==> src/rtl/ic_pkg.sv <==
package ic_pkg;
  localparam int unsigned CTRL_W    = 32;
  localparam int unsigned THR_LSB   = 16;
  localparam int unsigned DLY_LSB   = 24;
  localparam int unsigned FIELD_W   = 8;

  typedef struct packed {
    logic [FIELD_W-1:0] thresh;
    logic [FIELD_W-1:0] delay;
  } ic_fields_t;

  function automatic ic_fields_t split_ctrl(input logic [CTRL_W-1:0] w);
    ic_fields_t f;
    f.thresh = w[THR_LSB +: FIELD_W];
    f.delay  = w[DLY_LSB +: FIELD_W];
    return f;
  endfunction
endpackage

==> src/rtl/ic_count.sv <==
module ic_count #(
  parameter int unsigned CNT_W     = 8,
  parameter int unsigned RST_COUNT = 1
) (
  input  logic             clk,
  input  logic             rst_n,
  input  logic [CNT_W-1:0] thresh_i,
  input  logic             cmpl_i,
  input  logic             reload_i,
  input  logic             expire_i,
  output logic [CNT_W-1:0] cnt_o,
  output logic             ioc_o
);
  localparam logic [CNT_W-1:0] ONE   = CNT_W'(1);
  localparam logic [CNT_W-1:0] RSTV  = CNT_W'(RST_COUNT);

  logic [CNT_W-1:0] cnt_q;
  logic             ioc_q;

  always_ff @(posedge clk) begin
    if (!rst_n) begin
      cnt_q <= RSTV;
      ioc_q <= 1'b0;
    end else begin
      ioc_q <= 1'b0;
      if (reload_i || expire_i) begin
        cnt_q <= thresh_i;
      end else if (cmpl_i) begin
        if (cnt_q == ONE) begin
          ioc_q <= 1'b1;
          cnt_q <= thresh_i;
        end else begin
          cnt_q <= cnt_q - ONE;
        end
      end
    end
  end

  assign cnt_o = cnt_q;
  assign ioc_o = ioc_q;

  a_r2_decrement: assert property (@(posedge clk) disable iff (!rst_n)
    (cmpl_i && !reload_i && !expire_i && cnt_q != ONE) |=> (cnt_q == $past(cnt_q) - ONE) && !ioc_q);
  a_r3_ioc_reload: assert property (@(posedge clk) disable iff (!rst_n)
    (cmpl_i && !reload_i && !expire_i && cnt_q == ONE) |=> ioc_q && (cnt_q == $past(thresh_i)));
  a_r8_reload_wins: assert property (@(posedge clk) disable iff (!rst_n)
    reload_i |=> !ioc_q && (cnt_q == $past(thresh_i)));
endmodule

==> src/rtl/ic_timer.sv <==
module ic_timer #(
  parameter int unsigned TMR_W = 8
) (
  input  logic             clk,
  input  logic             rst_n,
  input  logic [TMR_W-1:0] delay_i,
  input  logic             cmpl_i,
  input  logic             tick_i,
  output logic [TMR_W-1:0] tmr_o,
  output logic             expire_o,
  output logic             dly_o
);
  localparam logic [TMR_W-1:0] ONE  = TMR_W'(1);
  localparam logic [TMR_W-1:0] ZERO = '0;

  logic [TMR_W-1:0] tmr_q;
  logic             dly_q;
  logic             restart;
  logic             fire;

  assign restart = cmpl_i && (delay_i != ZERO);
  assign fire    = tick_i && (tmr_q == ONE) && !restart;

  always_ff @(posedge clk) begin
    if (!rst_n) begin
      tmr_q <= ZERO;
      dly_q <= 1'b0;
    end else begin
      dly_q <= fire;
      if (restart) begin
        tmr_q <= delay_i;
      end else if (tick_i && tmr_q != ZERO) begin
        tmr_q <= tmr_q - ONE;
      end
    end
  end

  assign tmr_o    = tmr_q;
  assign expire_o = fire;
  assign dly_o    = dly_q;

  a_r5_restart: assert property (@(posedge clk) disable iff (!rst_n)
    (cmpl_i && delay_i != ZERO) |=> (tmr_q == $past(delay_i)) && !dly_q);
  a_r6_fire_at_zero: assert property (@(posedge clk) disable iff (!rst_n)
    dly_q |-> (tmr_q == ZERO) && ($past(tmr_q) == ONE));
  a_r7_stopped_stays: assert property (@(posedge clk) disable iff (!rst_n)
    (tmr_q == ZERO && !(cmpl_i && delay_i != ZERO)) |=> (tmr_q == ZERO) && !dly_q);
endmodule

==> src/rtl/irq_coalesce.sv <==
module irq_coalesce
  import ic_pkg::*;
#(
  parameter int unsigned RST_COUNT = 1
) (
  input  logic              clk,
  input  logic              rst_n,
  input  logic [CTRL_W-1:0] ctrl_word,
  input  logic              cmpl,
  input  logic              reload,
  input  logic              tick_en,
  output logic              ioc_set,
  output logic              dly_set,
  output logic [FIELD_W-1:0] live_count,
  output logic [FIELD_W-1:0] live_timer
);
  ic_fields_t f;
  logic       expire;

  assign f = split_ctrl(ctrl_word);

  ic_timer #(.TMR_W(FIELD_W)) u_timer (
    .clk      (clk),
    .rst_n    (rst_n),
    .delay_i  (f.delay),
    .cmpl_i   (cmpl),
    .tick_i   (tick_en),
    .tmr_o    (live_timer),
    .expire_o (expire),
    .dly_o    (dly_set)
  );

  ic_count #(.CNT_W(FIELD_W), .RST_COUNT(RST_COUNT)) u_count (
    .clk      (clk),
    .rst_n    (rst_n),
    .thresh_i (f.thresh),
    .cmpl_i   (cmpl),
    .reload_i (reload),
    .expire_i (expire),
    .cnt_o    (live_count),
    .ioc_o    (ioc_set)
  );

  a_r11_exclusive: assert property (@(posedge clk) disable iff (!rst_n)
    !(ioc_set && dly_set));
  a_r10_expiry_wins: assert property (@(posedge clk) disable iff (!rst_n)
    dly_set |-> !ioc_set && (live_count == $past(f.thresh)));
endmodule

==> config.mk <==
export PLATFORM = sky130hd
export DESIGN_NAME = irq_coalesce
export DESIGN_NICKNAME = d
export VERILOG_FILES = /design/src/rtl/ic_pkg.sv /design/src/rtl/ic_count.sv /design/src/rtl/ic_timer.sv /design/src/rtl/irq_coalesce.sv
export SDC_FILE = /design/constraint.sdc
export NUM_CORES = 1
export LEC_CHECK = 0
export BUFFER_PORTS_ARGS = -buffer_cell sky130_fd_sc_hd__buf_2
export CAP_MARGIN = 20
export CORE_MARGIN = 2
export CORE_UTILIZATION = 45
export DETAILED_ROUTE_END_ITERATION = 6
export GPL_TIMING_DRIVEN = 0
export PLACE_DENSITY = 0.78
export SYNTH_ARGS = -nofsm -noshare
export SYNTH_HDL_FRONTEND = slang
export SYNTH_SLANG_ARGS = --single-unit
==> constraint.sdc <==
create_clock -name clk -period 2.35 [get_ports clk]
set_input_delay 0.235 -clock clk [delete_from_list [all_inputs] [get_ports clk]]
set_output_delay 0.235 -clock clk [all_outputs]
set_load 0.05 [all_outputs]
==> flow_summary_export.csv <==
group,metric,value,unit
hold_path,holdPathEnd,"u_timer.tmr_o[0]$_SDFFE_PN0P_",
setup_path,cp-end-kind,"register",
power_and_ir_drop,seq_power_share,39.7,%
setup_path,worstPathCellList,"nor3b_1, a311o_1, buf_2, nand2_1, o31ai_1, a22o_1",
final_layout,area_growth,23.3,%
power_and_ir_drop,p_sw,0.399,mW
synth,synth_edf_count,0,
synth,synth_top_area_cell,"dfxtp_1",
synth,yosys-top-cells-area,"dfxtp_1, nand2_1, ha_1",
hold_path,hold_depth,2,
power_and_ir_drop,p_comb_share,40.5,%
clocking,cts_sinks,18,
synth,yosys_warnings,0,
routing,num_vias,1195,
timing,fin_tns_setup,0,ns
final_layout,final_cell_area,1400,µm²
grt,grt.overflow.total,0,
setup_path,r2r-start,"u_timer.tmr_o[2]$_SDFFE_PN0P_",
timing,final_hold_viol_count,0,
timing,min_period,2.03,ns
floorplan,ioPinCount,55,
clocking,cts_buffer_depth,2,
power_and_ir_drop,switching_share,40.9,%
placed_design,place_area,1360,µm²
timing,skew,0.00618,ns
floorplan,start_util,46.7,%
timing,rsz0062_at_grt,"no",
setup_path,ff2ff_path_depth,6,
routing,drcViolationCount,0,
floorplan,die_w,54.2,µm
synth,synthDistinctLibCells,46,
synth,synth_top_area_share,31.8,%
final_layout,postLayoutCoreUtil,57.5,%
routing,drt_pre_antenna_iters,4,
setup_path,cp-start-kind,"register",
synth,synth_cells,133,
routing,detail_route.wirelength,2.97,mm
setup_path,reg2reg_to,"u_count.cnt_o[7]$_SDFFE_PN0P_",
clocking,root_buffer,"clkbuf_4",
placed_design,hpwl,2.31,mm
timing,fmax,0.494,GHz
setup_path,critPathSlowestCell,"nor3b_1",
power_and_ir_drop,vdd_ir_drop_max,379,µV
grt,grt_pass1_vias,1134,
hold_path,holdCritPathClass,"input port to register",
timing,setup_ws,0.325,ns
clocking,cts_buffers,3,
clocking,clkLatencyLatePin,0.29,ns
timing,tightest_slew,0.828,ns
setup_path,reg2reg_slack,0.32,ns
clocking,cts_hold_buf,0,
clocking,cts_resized,0,
grt,grt_use_met2,39.6,%
grt,grtUsageMet1,26.8,%
setup_path,arrival,2.27,ns
power_and_ir_drop,internal_power,0.577,mW
floorplan,row_count,18,
synth,synth_seq_cells,18,
run_status,status,"finished, final reports clean",
clocking,postCtsSetupRepairBufs,0,
timing,finalSetupViolCount,0,
timing,relSlewSlack,44.4,%
routing,wl_per_cell,14.5,µm
placed_design,dp_slack,0.347,ns
synth,synthFlopType,"dfxtp_1",
power_and_ir_drop,p_per_area,697,nW/µm²
routing,via_per_inst,5.83,
flow_run,drv_cap,0,
synth,synth.most_common_cell,"dfxtp_1",
synth,synth_common_cells,"dfxtp_1, nand2_1, a21oi_1",
grt,grt_usage,22.2,%
setup_path,crit_required,2.60,ns
hold_path,min_from,"ctrl_word[24]",
routing,antenna_left,0,
final_layout,antennaDiodeCount,0,
synth,syn-cell-area,1130,µm²
floorplan,core_region_area,2430,µm²
clocking,h-tree-depth,1,
power_and_ir_drop,leakage,0.641,nW
timing,holdWs,0.191,ns
setup_path,worstSetupPathType,"register to register",
setup_path,timing.critical_path.buf_inv,1,
placed_design,numPortBuffers,38,
setup_path,cp_slowest_stage_delay,0.52,ns
setup_path,crit_fanout,10,
synth,syn_avg_cell_area,8.53,µm²
final_layout,drive_gt1_share,29.1,%
clocking,cts.clk_slew.worst_paths,0.11,ns
timing,period_share,86.2,%
timing,slew_violations,0,
setup_path,cpLargestDelayFamily,"compound AO/OA/AOI/OAI gates",
grt,antenna_found_initial,0,
synth,synth_nets,174,
synth,async_flop_share,0,%
grt,grt_pass1_wl,4.82,mm
placed_design,gp_congestion,0.844,
power_and_ir_drop,pwr-share-clk,19.8,%
floorplan,die_y,54.2,µm
synth,synth_seq_area_share,31.8,%
grt,grt_max_degree,11,
clocking,cts_tree,"built",
grt,use_met3,3.28,%
final_layout,final_nets,217,
grt,grt-busiest-layer,"met2",
routing,dr.first_iter.drc_count,41,
floorplan,die_area,2940,µm²
==> cell families after synthesis <==
logic type | Yosys count | synth area share, %
compound gates | 38 | 25.1
mux | 3 | 2.65
buf+inv | 11 | 4.41
flops | 18 | 31.8
fa+ha+maj | 4 | 4.41
simple gates | 53 | 27.0
xor+xnor | 6 | 4.63
==> worst max path at each step <==
| stage | to | startpoint | slack [ns] | depth (start not counted) |
|---|---|---|---|---|
| finish | u_count.cnt_o[7]$_SDFFE_PN0P_ | u_timer.tmr_o[2]$_SDFFE_PN0P_ | 0.32 | 6 |
| global route | u_count.cnt_o[7]$_SDFFE_PN0P_ | u_timer.tmr_o[2]$_SDFFE_PN0P_ | 0.07 | 6 |
| CTS | u_count.cnt_o[7]$_SDFFE_PN0P_ | u_timer.tmr_o[2]$_SDFFE_PN0P_ | 0.30 | 6 |
| detailed placement | u_count.cnt_o[7]$_SDFFE_PN0P_ | u_timer.tmr_o[2]$_SDFFE_PN0P_ | 0.35 | 6 |
| global placement | u_count.cnt_o[0]$_SDFFE_PN1P_ | ctrl_word[29] | 0.39 | 7 |
| floorplan | u_count.cnt_o[5]$_SDFFE_PN0P_ | u_timer.tmr_o[1]$_SDFFE_PN0P_ | 0.26 | 7 |
==> worst reg2reg max path, cell delays in order (launching register included) <==
cell and delay, ns:
dfxtp_1 0.36, nor3b_1 0.52, a311o_1 0.26, buf_2 0.21, nand2_1 0.17, o31ai_1 0.29, a22o_1 0.17
==> cell type report <==
type / count / area (µm²)
plain buffers: 5 / 27.5
multi-input cells: 104 / 724
inverters: 6 / 22.5
clock buffers: 4 / 36.3
fillers: 244 / 1030
repair buffers: 38 / 190
flip-flops and latches: 18 / 360
well taps: 30 / 37.5
==> layout by cell type (no fill, tap or decap), drive strengths merged, types with 4 or more instances in the layout <==
master / instances
o21ai: 5
o22ai: 5
buf: 40
a21oi: 7
inv: 6
nand2: 17
nand3: 5
dfxtp: 18
nor3: 6
xor2: 4
nor2: 5
ha: 4
or4: 4
clkbuf: 7
==> sequential cells by signal (all words and copies together), names as in the netlist <==
| name | flops |
|---|---|
| u_timer.dly_o | 1 |
| u_timer.tmr_o | 8 |
| u_count.cnt_o | 8 |
| u_count.ioc_o | 1 |
==> per-layer routing <==
metal | part of all wire [%] | routed length (µm)
met4 | 1.8 | 52
met2 | 47 | 1410
met1 | 43 | 1290
met3 | 7.6 | 226
met5 | 0 | 0
==> metrics by stage <==
| stage | power, mW | cells |
|---|---|---|
| after floorplan | 0.689 | 133 |
| after global placement | 0.776 | 201 |
| after detailed placement | 0.788 | 201 |
| after CTS | 0.978 | 205 |
| after global routing | 1.03 | 205 |
| final | 0.976 | 205 |
==> power by group through the flow <==
stage	clock, mW	combinational [mW]	sequential, mW
after floorplan	0	0.194	0.495
after global placement	0	0.386	0.390
after detailed placement	0	0.395	0.394
after CTS	0.196	0.396	0.387
after global routing	0.211	0.427	0.394
final	0.193	0.395	0.387
(Power assumes the default switching activity.)
